### src/rtl/mei_snoop_pkg.sv
package mei_snoop_pkg;

   typedef enum logic [1:0] {
      ST_I = 2'b00,
      ST_E = 2'b01,
      ST_M = 2'b10
   } mei_state_e;

   typedef enum logic [1:0] {
      TT_READ  = 2'b00,
      TT_RWITM = 2'b01,
      TT_WRITE = 2'b10,
      TT_KILL  = 2'b11
   } xfer_kind_e;

   typedef struct packed {
      logic       retry;
      logic       push;
      logic       boost;
      logic       upd;
      mei_state_e nxt;
   } snoop_verdict_t;

endpackage

### src/rtl/mei_tag_store.sv
module mei_tag_store
   import mei_snoop_pkg::*;
#(
   parameter int LINE_W = 27,
   parameter int SETS   = 16,
   parameter int WAYS   = 4,
   localparam int SET_W = $clog2(SETS),
   localparam int WAY_W = $clog2(WAYS),
   localparam int TAG_W = LINE_W - SET_W
) (
   input  logic              clk,
   input  logic              rst_n,
   input  logic              fill_en,
   input  logic [LINE_W-1:0] fill_line,
   input  logic [WAY_W-1:0]  fill_way,
   input  logic [1:0]        fill_state,
   input  logic              upd_en,
   input  logic [SET_W-1:0]  upd_set,
   input  logic [WAY_W-1:0]  upd_way,
   input  mei_state_e        upd_state,
   input  logic [LINE_W-1:0] look_line,
   output logic              hit,
   output logic [WAY_W-1:0]  hit_way,
   output mei_state_e        hit_state
);

   logic [SET_W-1:0] fill_set, look_set;
   logic [TAG_W-1:0] fill_tag, look_tag;

   assign fill_set = fill_line[SET_W-1:0];
   assign fill_tag = fill_line[LINE_W-1:SET_W];
   assign look_set = look_line[SET_W-1:0];
   assign look_tag = look_line[LINE_W-1:SET_W];

   logic [WAYS-1:0] way_hit;
   mei_state_e      way_st [WAYS];

   for (genvar w = 0; w < WAYS; w++) begin : g_way
      logic [TAG_W-1:0] tag_q [SETS];
      mei_state_e       st_q  [SETS];
      logic             fill_here, upd_here;

      assign fill_here = fill_en && (fill_way == WAY_W'(w));
      assign upd_here  = upd_en && (upd_way == WAY_W'(w));

      always_ff @(posedge clk or negedge rst_n) begin
         if (!rst_n) begin
            for (int s = 0; s < SETS; s++) st_q[s] <= ST_I;
         end else begin
            if (upd_here) st_q[upd_set] <= upd_state;
            if (fill_here) st_q[fill_set] <= mei_state_e'(fill_state);
         end
      end

      always_ff @(posedge clk) begin
         if (fill_here) tag_q[fill_set] <= fill_tag;
      end

      assign way_st[w]  = st_q[look_set];
      assign way_hit[w] = (st_q[look_set] != ST_I) && (tag_q[look_set] == look_tag);
   end

   always_comb begin
      hit_way   = '0;
      hit_state = ST_I;
      for (int w = WAYS - 1; w >= 0; w--) begin
         if (way_hit[w]) begin
            hit_way   = WAY_W'(w);
            hit_state = way_st[w];
         end
      end
   end

   assign hit = |way_hit;

endmodule

### src/rtl/mei_snoop_decide.sv
module mei_snoop_decide
   import mei_snoop_pkg::*;
(
   input  logic           vld,
   input  xfer_kind_e     kind,
   input  logic           hit,
   input  mei_state_e     hit_state,
   input  logic           push_busy,
   input  logic           push_match,
   input  logic           co_pend,
   input  logic           co_match,
   output snoop_verdict_t verdict
);

   logic modifying;
   assign modifying = (kind != TT_READ);

   always_comb begin
      verdict     = '0;
      verdict.nxt = hit_state;
      if (vld) begin
         if (push_busy && push_match) begin
            verdict.retry = 1'b1;
         end else if (co_pend && co_match) begin
            verdict.retry = 1'b1;
            verdict.boost = 1'b1;
         end else if (hit) begin
            case (hit_state)
               ST_M: begin
                  verdict.retry = 1'b1;
                  if (!push_busy) begin
                     verdict.push = 1'b1;
                     verdict.upd  = 1'b1;
                     verdict.nxt  = modifying ? ST_I : ST_E;
                  end
               end
               ST_E: begin
                  if (modifying) begin
                     verdict.upd = 1'b1;
                     verdict.nxt = ST_I;
                  end
               end
               default: ;
            endcase
         end
      end
   end

endmodule

### src/rtl/mei_snoop_ctrl.sv
module mei_snoop_ctrl
   import mei_snoop_pkg::*;
#(
   parameter int ADDR_W = 32,
   parameter int OFF_W  = 5,
   parameter int SETS   = 16,
   parameter int WAYS   = 4,
   localparam int SET_W  = $clog2(SETS),
   localparam int WAY_W  = $clog2(WAYS),
   localparam int LINE_W = ADDR_W - OFF_W
) (
   input  logic              clk,
   input  logic              rst_n,
   input  logic              bus_start,
   input  logic              bus_glob,
   input  logic [ADDR_W-1:0] bus_addr,
   input  logic [1:0]        bus_kind,
   input  logic              fill_en,
   input  logic [ADDR_W-1:0] fill_addr,
   input  logic [WAY_W-1:0]  fill_way,
   input  logic [1:0]        fill_state,
   input  logic              co_pend,
   input  logic [ADDR_W-1:0] co_addr,
   input  logic              push_done,
   output logic              snp_retry,
   output logic              push_req,
   output logic [ADDR_W-1:0] push_addr,
   output logic              co_urgent,
   output logic              upd_valid,
   output logic [SET_W-1:0]  upd_set,
   output logic [WAY_W-1:0]  upd_way,
   output logic [1:0]        upd_state
);

   if (WAYS < 2 || (1 << WAY_W) != WAYS) begin : g_bad_ways
      $error("WAYS must be a power of two, at least 2");
   end
   if (SETS < 2 || (1 << SET_W) != SETS) begin : g_bad_sets
      $error("SETS must be a power of two, at least 2");
   end
   if (OFF_W < 1 || LINE_W <= SET_W) begin : g_bad_addr
      $error("address split leaves no offset or no tag");
   end

   logic unused_low;
   assign unused_low = ^{bus_addr[OFF_W-1:0], fill_addr[OFF_W-1:0], co_addr[OFF_W-1:0]};

   // stage 1: capture of a qualified transfer
   logic              s1_vld;
   logic [LINE_W-1:0] s1_line;
   xfer_kind_e        s1_kind;
   logic              qual;

   assign qual = bus_start && bus_glob;

   always_ff @(posedge clk or negedge rst_n) begin
      if (!rst_n) begin
         s1_vld  <= 1'b0;
         s1_line <= '0;
         s1_kind <= TT_READ;
      end else begin
         s1_vld <= qual;
         if (qual) begin
            s1_line <= bus_addr[ADDR_W-1:OFF_W];
            s1_kind <= xfer_kind_e'(bus_kind);
         end
      end
   end

   // lookup
   logic              hit;
   logic [WAY_W-1:0]  hit_way;
   mei_state_e        hit_state;
   snoop_verdict_t    verdict;
   logic              push_busy_q;
   logic [LINE_W-1:0] push_line_q;
   logic              push_match, co_match;

   assign push_match = (s1_line == push_line_q);
   assign co_match   = (s1_line == co_addr[ADDR_W-1:OFF_W]);

   mei_tag_store #(
      .LINE_W (LINE_W),
      .SETS   (SETS),
      .WAYS   (WAYS)
   ) u_tags (
      .clk        (clk),
      .rst_n      (rst_n),
      .fill_en    (fill_en),
      .fill_line  (fill_addr[ADDR_W-1:OFF_W]),
      .fill_way   (fill_way),
      .fill_state (fill_state),
      .upd_en     (verdict.upd),
      .upd_set    (s1_line[SET_W-1:0]),
      .upd_way    (hit_way),
      .upd_state  (verdict.nxt),
      .look_line  (s1_line),
      .hit        (hit),
      .hit_way    (hit_way),
      .hit_state  (hit_state)
   );

   mei_snoop_decide u_decide (
      .vld        (s1_vld),
      .kind       (s1_kind),
      .hit        (hit),
      .hit_state  (hit_state),
      .push_busy  (push_busy_q),
      .push_match (push_match),
      .co_pend    (co_pend),
      .co_match   (co_match),
      .verdict    (verdict)
   );

   // stage 2: response registers
   logic             retry_q, upd_v_q, hipri_q;
   logic [SET_W-1:0] upd_set_q;
   logic [WAY_W-1:0] upd_way_q;
   mei_state_e       upd_st_q;

   always_ff @(posedge clk or negedge rst_n) begin
      if (!rst_n) begin
         retry_q     <= 1'b0;
         upd_v_q     <= 1'b0;
         upd_set_q   <= '0;
         upd_way_q   <= '0;
         upd_st_q    <= ST_I;
         push_busy_q <= 1'b0;
         push_line_q <= '0;
         hipri_q     <= 1'b0;
      end else begin
         retry_q <= verdict.retry;
         upd_v_q <= verdict.upd;
         if (verdict.upd) begin
            upd_set_q <= s1_line[SET_W-1:0];
            upd_way_q <= hit_way;
            upd_st_q  <= verdict.nxt;
         end
         if (verdict.push) begin
            push_busy_q <= 1'b1;
            push_line_q <= s1_line;
         end else if (push_done) begin
            push_busy_q <= 1'b0;
         end
         if (!co_pend) hipri_q <= 1'b0;
         else if (verdict.boost) hipri_q <= 1'b1;
      end
   end

   assign snp_retry = retry_q;
   assign push_req  = push_busy_q;
   assign push_addr = {push_line_q, {OFF_W{1'b0}}};
   assign co_urgent = hipri_q;
   assign upd_valid = upd_v_q;
   assign upd_set   = upd_set_q;
   assign upd_way   = upd_way_q;
   assign upd_state = upd_st_q;

endmodule

### config.mk
export PLATFORM = sky130hd
export DESIGN_NAME = mei_snoop_ctrl
export DESIGN_NICKNAME = d
export VERILOG_FILES = /design/src/rtl/mei_snoop_pkg.sv /design/src/rtl/mei_tag_store.sv /design/src/rtl/mei_snoop_decide.sv /design/src/rtl/mei_snoop_ctrl.sv
export SDC_FILE = /design/constraint.sdc
export NUM_CORES = 2
export LEC_CHECK = 0
export BUFFER_PORTS_ARGS = -buffer_cell sky130_fd_sc_hd__buf_2
export CORE_MARGIN = 1
export CORE_UTILIZATION = 51
export CTS_CLUSTER_SIZE = 30
export DETAILED_ROUTE_END_ITERATION = 16
export PLACE_DENSITY = 0.7
export SLEW_MARGIN = 20
export SYNTH_ARGS = -nofsm -noshare
export SYNTH_HDL_FRONTEND = slang
export SYNTH_HIERARCHICAL = 1
export SYNTH_SLANG_ARGS = --single-unit
### constraint.sdc
create_clock -name clk -period 5.6 [get_ports clk]
set_clock_uncertainty 0.05 [all_clocks]
set_input_delay 0.56 -clock clk [delete_from_list [all_inputs] [get_ports clk]]
set_output_delay 0.56 -clock clk [all_outputs]
set_load 0.01 [all_outputs]
# After elaboration in Yosys (flattened, before gate mapping)
# Memory sizes are Yosys's and may differ from the RTL's.
# Cells that the tools add are included.
# classes
n_shift	0
eq_ne	15
mul	0
bitwise	2
order_cmp	4
mux	67
n_reduce_logical	26
div_mod_pow	0
add_sub_neg	0
# ops
operator	n
$bwmux 32	8
$mux 32	8
$eq 23x23->1	4
$eq 27x27->1	2
$mux 2	20
$bmux 2 s4	4
$mux 1	18
$logic_and 1x1->1	17
$demux 2 s4	2
$mux 3	4
$reduce_bool 2->1	6
$eq 2x2->1 const B	5
$ge 5x5->1 const B	2
$lt 5x1->1 const B	2
$not 4->5	2
$eq 2x1->1 const B	3
$mux 6	1
$pmux 3 s2	1
$mux 5	1
$logic_not 2->1	2
$reduce_or 4->1	1
$ne 2x1->1 const B	1
# word_totals
in_bits	109
mem_count	4
out_inout_bits	44
latchBits	0
romBits	0
ramBits	1472
wordCells	193
ff_bits	197
# mem_list
name	words	word_bits	read_ports	rd_ports_with_merged_regs	wr	line_no	text
u_tags.g_way[0].tag_q	16	23	1	0	1	mei_tag_store.sv:39	logic [TAG_W-1:0] tag_q [SETS];
u_tags.g_way[1].tag_q	16	23	1	0	1	mei_tag_store.sv:39	
u_tags.g_way[2].tag_q	16	23	1	0	1	mei_tag_store.sv:39	
u_tags.g_way[3].tag_q	16	23	1	0	1	mei_tag_store.sv:39	

# Logic depth before layout (Yosys ltp)
# depth
depth_word	20
depth_mapped	25
depth_no_buf	18

# Cells and area by module
# Netlist, hierarchy kept.
# by_module_without_submodules
module	instances	seq_area_each_um2	cells_each	area_per_inst_um2
mei_tag_store	1	47405.5	3456	65917.0
mei_snoop_ctrl	1	1726.7	223	3150.5
mei_snoop_decide	1	0.0	22	161.4

# Worst setup path before layout
# OpenSTA, ideal clock, no wires.
# synth_timing
kind	flip-flop to flip-flop
from	register s1_line[1]
to	register u_tags/g_way[0].st_q[30] (netlist bit)
n_path_buf	5
stages_incl_launch_ff	23
setup_time_ns	0.188
required_ns	5.362
period_less_slack_ns	5.587
t_arrival_ns	5.349
slack_ns	0.013
cell_sequence	dfrtp_1 -> buf_4 -> buf_4 -> buf_2 -> buf_2 -> mux4_2 -> a22o_1 -> a221oi_1 -> xnor2_1 -> o211ai_1 -> nor4_1 -> nand4_1 -> mux2_2 -> a21oi_1 -> inv_1 -> ha_1 -> nand3b_1 -> a211oi_1 -> nor3b_1 -> clkbuf_1 -> nand2_1 -> mux2i_1 -> o21ai_0
# synth_lines
item	line_no	text
start: declaration	mei_snoop_ctrl.sv:50	logic [LINE_W-1:0] s1_line;
start signal: assignment	mei_snoop_ctrl.sv:64	s1_line <= bus_addr[ADDR_W-1:OFF_W];
end signal: indexed assignment	mei_tag_store.sv:50	if (upd_here) st_q[upd_set] <= upd_state;
end signal: indexed assignment	mei_tag_store.sv:51	if (fill_here) st_q[fill_set] <= mei_state_e'(fill_state);
end: declaration	mei_tag_store.sv:40	mei_state_e st_q [SETS];

==> impl_metrics.ini <==
[placed_design]
place_hpwl_um = 114000
gp_congestion = 0.961
port_buffers = 132
pre_cts_slack_ns = -0.401

[critical_path]
crit_path_frequent_cell = buf_12
cpPeakStageDelay_ns = 0.55
endpoint_kind = register
critical_path_peak_fanout = 6
crit_family = multiplexers
crit_chain = buf_12 > buf_12 > buf_12 > mux4_2 > mux4_2 > xnor2_2 > nand4_1 > nor4_2 > nand4_1 > buf_6 > mux2_4 > a21oi_4 > ha_4 > nand3b_1 > a211oi_2 > buf_4 > buf_12 > nor3b_4 > buf_6 > nand2_4 > mux2i_1 > o21ai_0
arrival_ns = 6.22
cp-startpoint = s1_line[0]
crit_slowest_cell = mux4_2
worst-setup-path-type = register to register
r2r_start = s1_line[0]
crit_buf_inv = 7
crit_required_ns = 6.18
critPathLaunchType = register

[route]
drt_wl_total_um = 193000
drc = 0
vias = 39000
vias_per_cell = 6.35
ant_nets = 0
drtIter0Drc = 5751
wl_per_cell_um = 31.4
dr.pass1.iters = 5

[synth]
synthTopCellsByCount = 1472 x edfxtp_1, 331 x mux4_2, 327 x mux2i_1
synth.avg_cell_area_um2 = 18.7
async_flop_share_pct = 11.8
yosys.area.top_type = edfxtp_1
yosys_warnings = 6
synthCells = 3701
synth_edf_count = 1472
syn-cell-area_um2 = 69200
post-synth-top-count-cell = edfxtp_1
ys_ff_latch = 1669
ys_seq_area_share_pct = 71.0
synth_area_leaders = edfxtp_1 64%, mux4_2 11%, dfrtp_1 7.1%, mux2i_1 4.7%, mux2_2 1.2%
synth_top_cell_area_share_pct = 63.8
synth_cell_types = 75
synth-main-ff-cell = edfxtp_1

[clocking]
cts_root_buf = clkbuf_16
cts.clk_slew.worst_paths_ns = 0.06
clkLatencyLatePin_ns = 0.82
clock-sinks = 1669
cts_tree = done
htreeDepth = 4
cts_buffers = 167
clock_path_buffers = 3

[flow_run]
cap_violations = 0

[global_routing]
grt_pass1_vias = 38200
grt_max_degree = 77
grt_use_total_pct = 28.1
grt_pass1_wl_um = 272000
grt_overflow = 0
antenna_found_initial = 12

[timing]
setup_viol = 9
relSlewSlack_pct = 2.87
fin_crit_sh_pct = 101
fin_crit_ns = 5.64
hold_viol = 0
rsz0062_at_grt = yes
setup_ws_ns = -0.0400
tightestPinTransition_ns = 1.45
timing.setup.tns_ns = -0.159
fin_hold_ws_ns = 0.247
fmax_mhz = 177
slew_violations = 0

[pwr]
irDropWorstVdd_uv = 274
p_leak_nw = 28.7
powerDensity_nw_per_um2 = 364

[outcome]
status = complete, but fails checks
violations = negative setup slack

[floorplan]
coreArea_um2 = 134000
die_h_um = 370
start_util_pct = 51.6
dieArea_um2 = 137000
ios = 153
rows = 134
die_width_um = 370

[final_layout]
drive_gt1_share_pct = 30.6
syn2layout_area_growth_pct = 17.6
fin_nets = 4341

[min_path]
hold_path_class = primary input to async pin
==> flip-flops by register name, summed over array words and instances, names as in the netlist, 2 cells and up <==
register and flops:
u_tags/g_way.tag_q 1472, u_tags/g_way.st_q 128, push_line_q 27, s1_line 27
upd_set 4, s1_kind 2, upd_state 2, upd_way 2
==> cell type report <==
class                           instances  area (µm²)
Inverter                               35         134
Timing Repair Buffer                  563        5150
Sequential cell                      1669       49100
Clock inverter                         97         966
Multi-Input combinational cell       1793       19300
Clock buffer                          211        4450
Fill cell                            9528       52700
Tap cell                             1768        2210
Antenna cell                            5        12.5
==> timing repair <==
item,in CTS,in global routing
pin swaps,3,32
buffers inserted,5,16
hold endpoints to repair,84,0
resized for setup,36,135
endpoints found under the setup margin,129,129
gates cloned,2,7
hold buffers,32,0
==> worst reg2reg max path, cell delays in order, from the launching register on <==
cell      delay, ns
dfrtp_4        0.43
buf_12         0.17
buf_12         0.18
buf_12         0.15
mux4_2         0.50
mux4_2         0.55
xnor2_2        0.19
nand4_1        0.16
nor4_2         0.33
nand4_1        0.15
buf_6          0.17
mux2_4         0.35
a21oi_4        0.23
ha_4           0.24
nand3b_1       0.18
a211oi_2       0.29
buf_4          0.20
buf_12         0.12
nor3b_4        0.23
buf_6          0.22
nand2_4        0.08
mux2i_1        0.22
o21ai_0        0.09
==> path summary, 6_finish.rpt <==
path | endpoint | slack (ns) | depth (start not counted)
worst max-delay path | u_tags/g_way[0].st_q[22] | -0.04 | 22
worst min-delay path | push_line_q[19] | 0.25 | 2
worst max register to register | u_tags/g_way[0].st_q[22] | -0.04 | 22
worst min register to register | co_urgent | 0.44 | 1
max in group asynchronous | s1_line[3] | 3.79 | 3
min in group clk | s1_vld | 0.25 | 4
==> cells by family after synthesis <==
group | count (synthesis) | synth area share [%]
AOI/OAI and AO/OA | 348 | 3.38
xor gates and xnor gates | 146 | 1.85
adders and majority gates | 3 | 0.0542
buffers and inverters | 243 | 2.32
DFF | 1669 | 71.0
muxes | 766 | 18.0
other | 1 | 0.00542
and+or+nand+nor | 525 | 3.46
==> per-layer routing <==
layer | global-route usage [%] | vias to the layer above | share of wire, %
met5 | 0 | - | 0.0099
met4 | 11.3 | 4 | 3.9
met3 | 4.99 | 387 | 9.6
met2 | 44.5 | 2148 | 48
met1 | 38.8 | 20500 | 38
li1 | - | 16000 | -
==> power breakdown <==
group | switching (mW) | leakage (nW) | internal [mW]
Combinational | 2.46 | 10.2 | 2.07
Clock | 4.76 | 2.65 | 6.35
Sequential | 0.239 | 15.8 | 13.8
==> metrics by stage <==
step / cells / total power [mW] / area (µm²) / util [%]
after floorplan: 3705 / 16.8 / 69200 / -
after detailed placement: 5754 / 18.5 / 74400 / 55.4
final: 6141 / 29.7 / 81400 / 60.7
after CTS: 6101 / 29.6 / 80300 / 59.9
after global routing: 6136 / 30.5 / 81400 / 60.7
after global placement: 5749 / 18.5 / 74200 / 55.3
==> placed cells by master, fill, tap and decap left out, types with 37 or more instances in the layout <==
cell type     n
mux4_2      331
nor2_4       62
clkbuf_16   175
buf_4       312
buf_2       130
edfxtp_1   1472
buf_12       50
xor2_1       58
nor2_1       81
a221oi_1     39
clkinv_1     42
clkbuf_1     37
mux2i_1     324
dfrtp_1     193
o21ai_0      81
a21oi_1      64
xnor2_1      83
nand2_1     195
mux2_2       73
No activity file was read; power rests on OpenSTA's default activity.
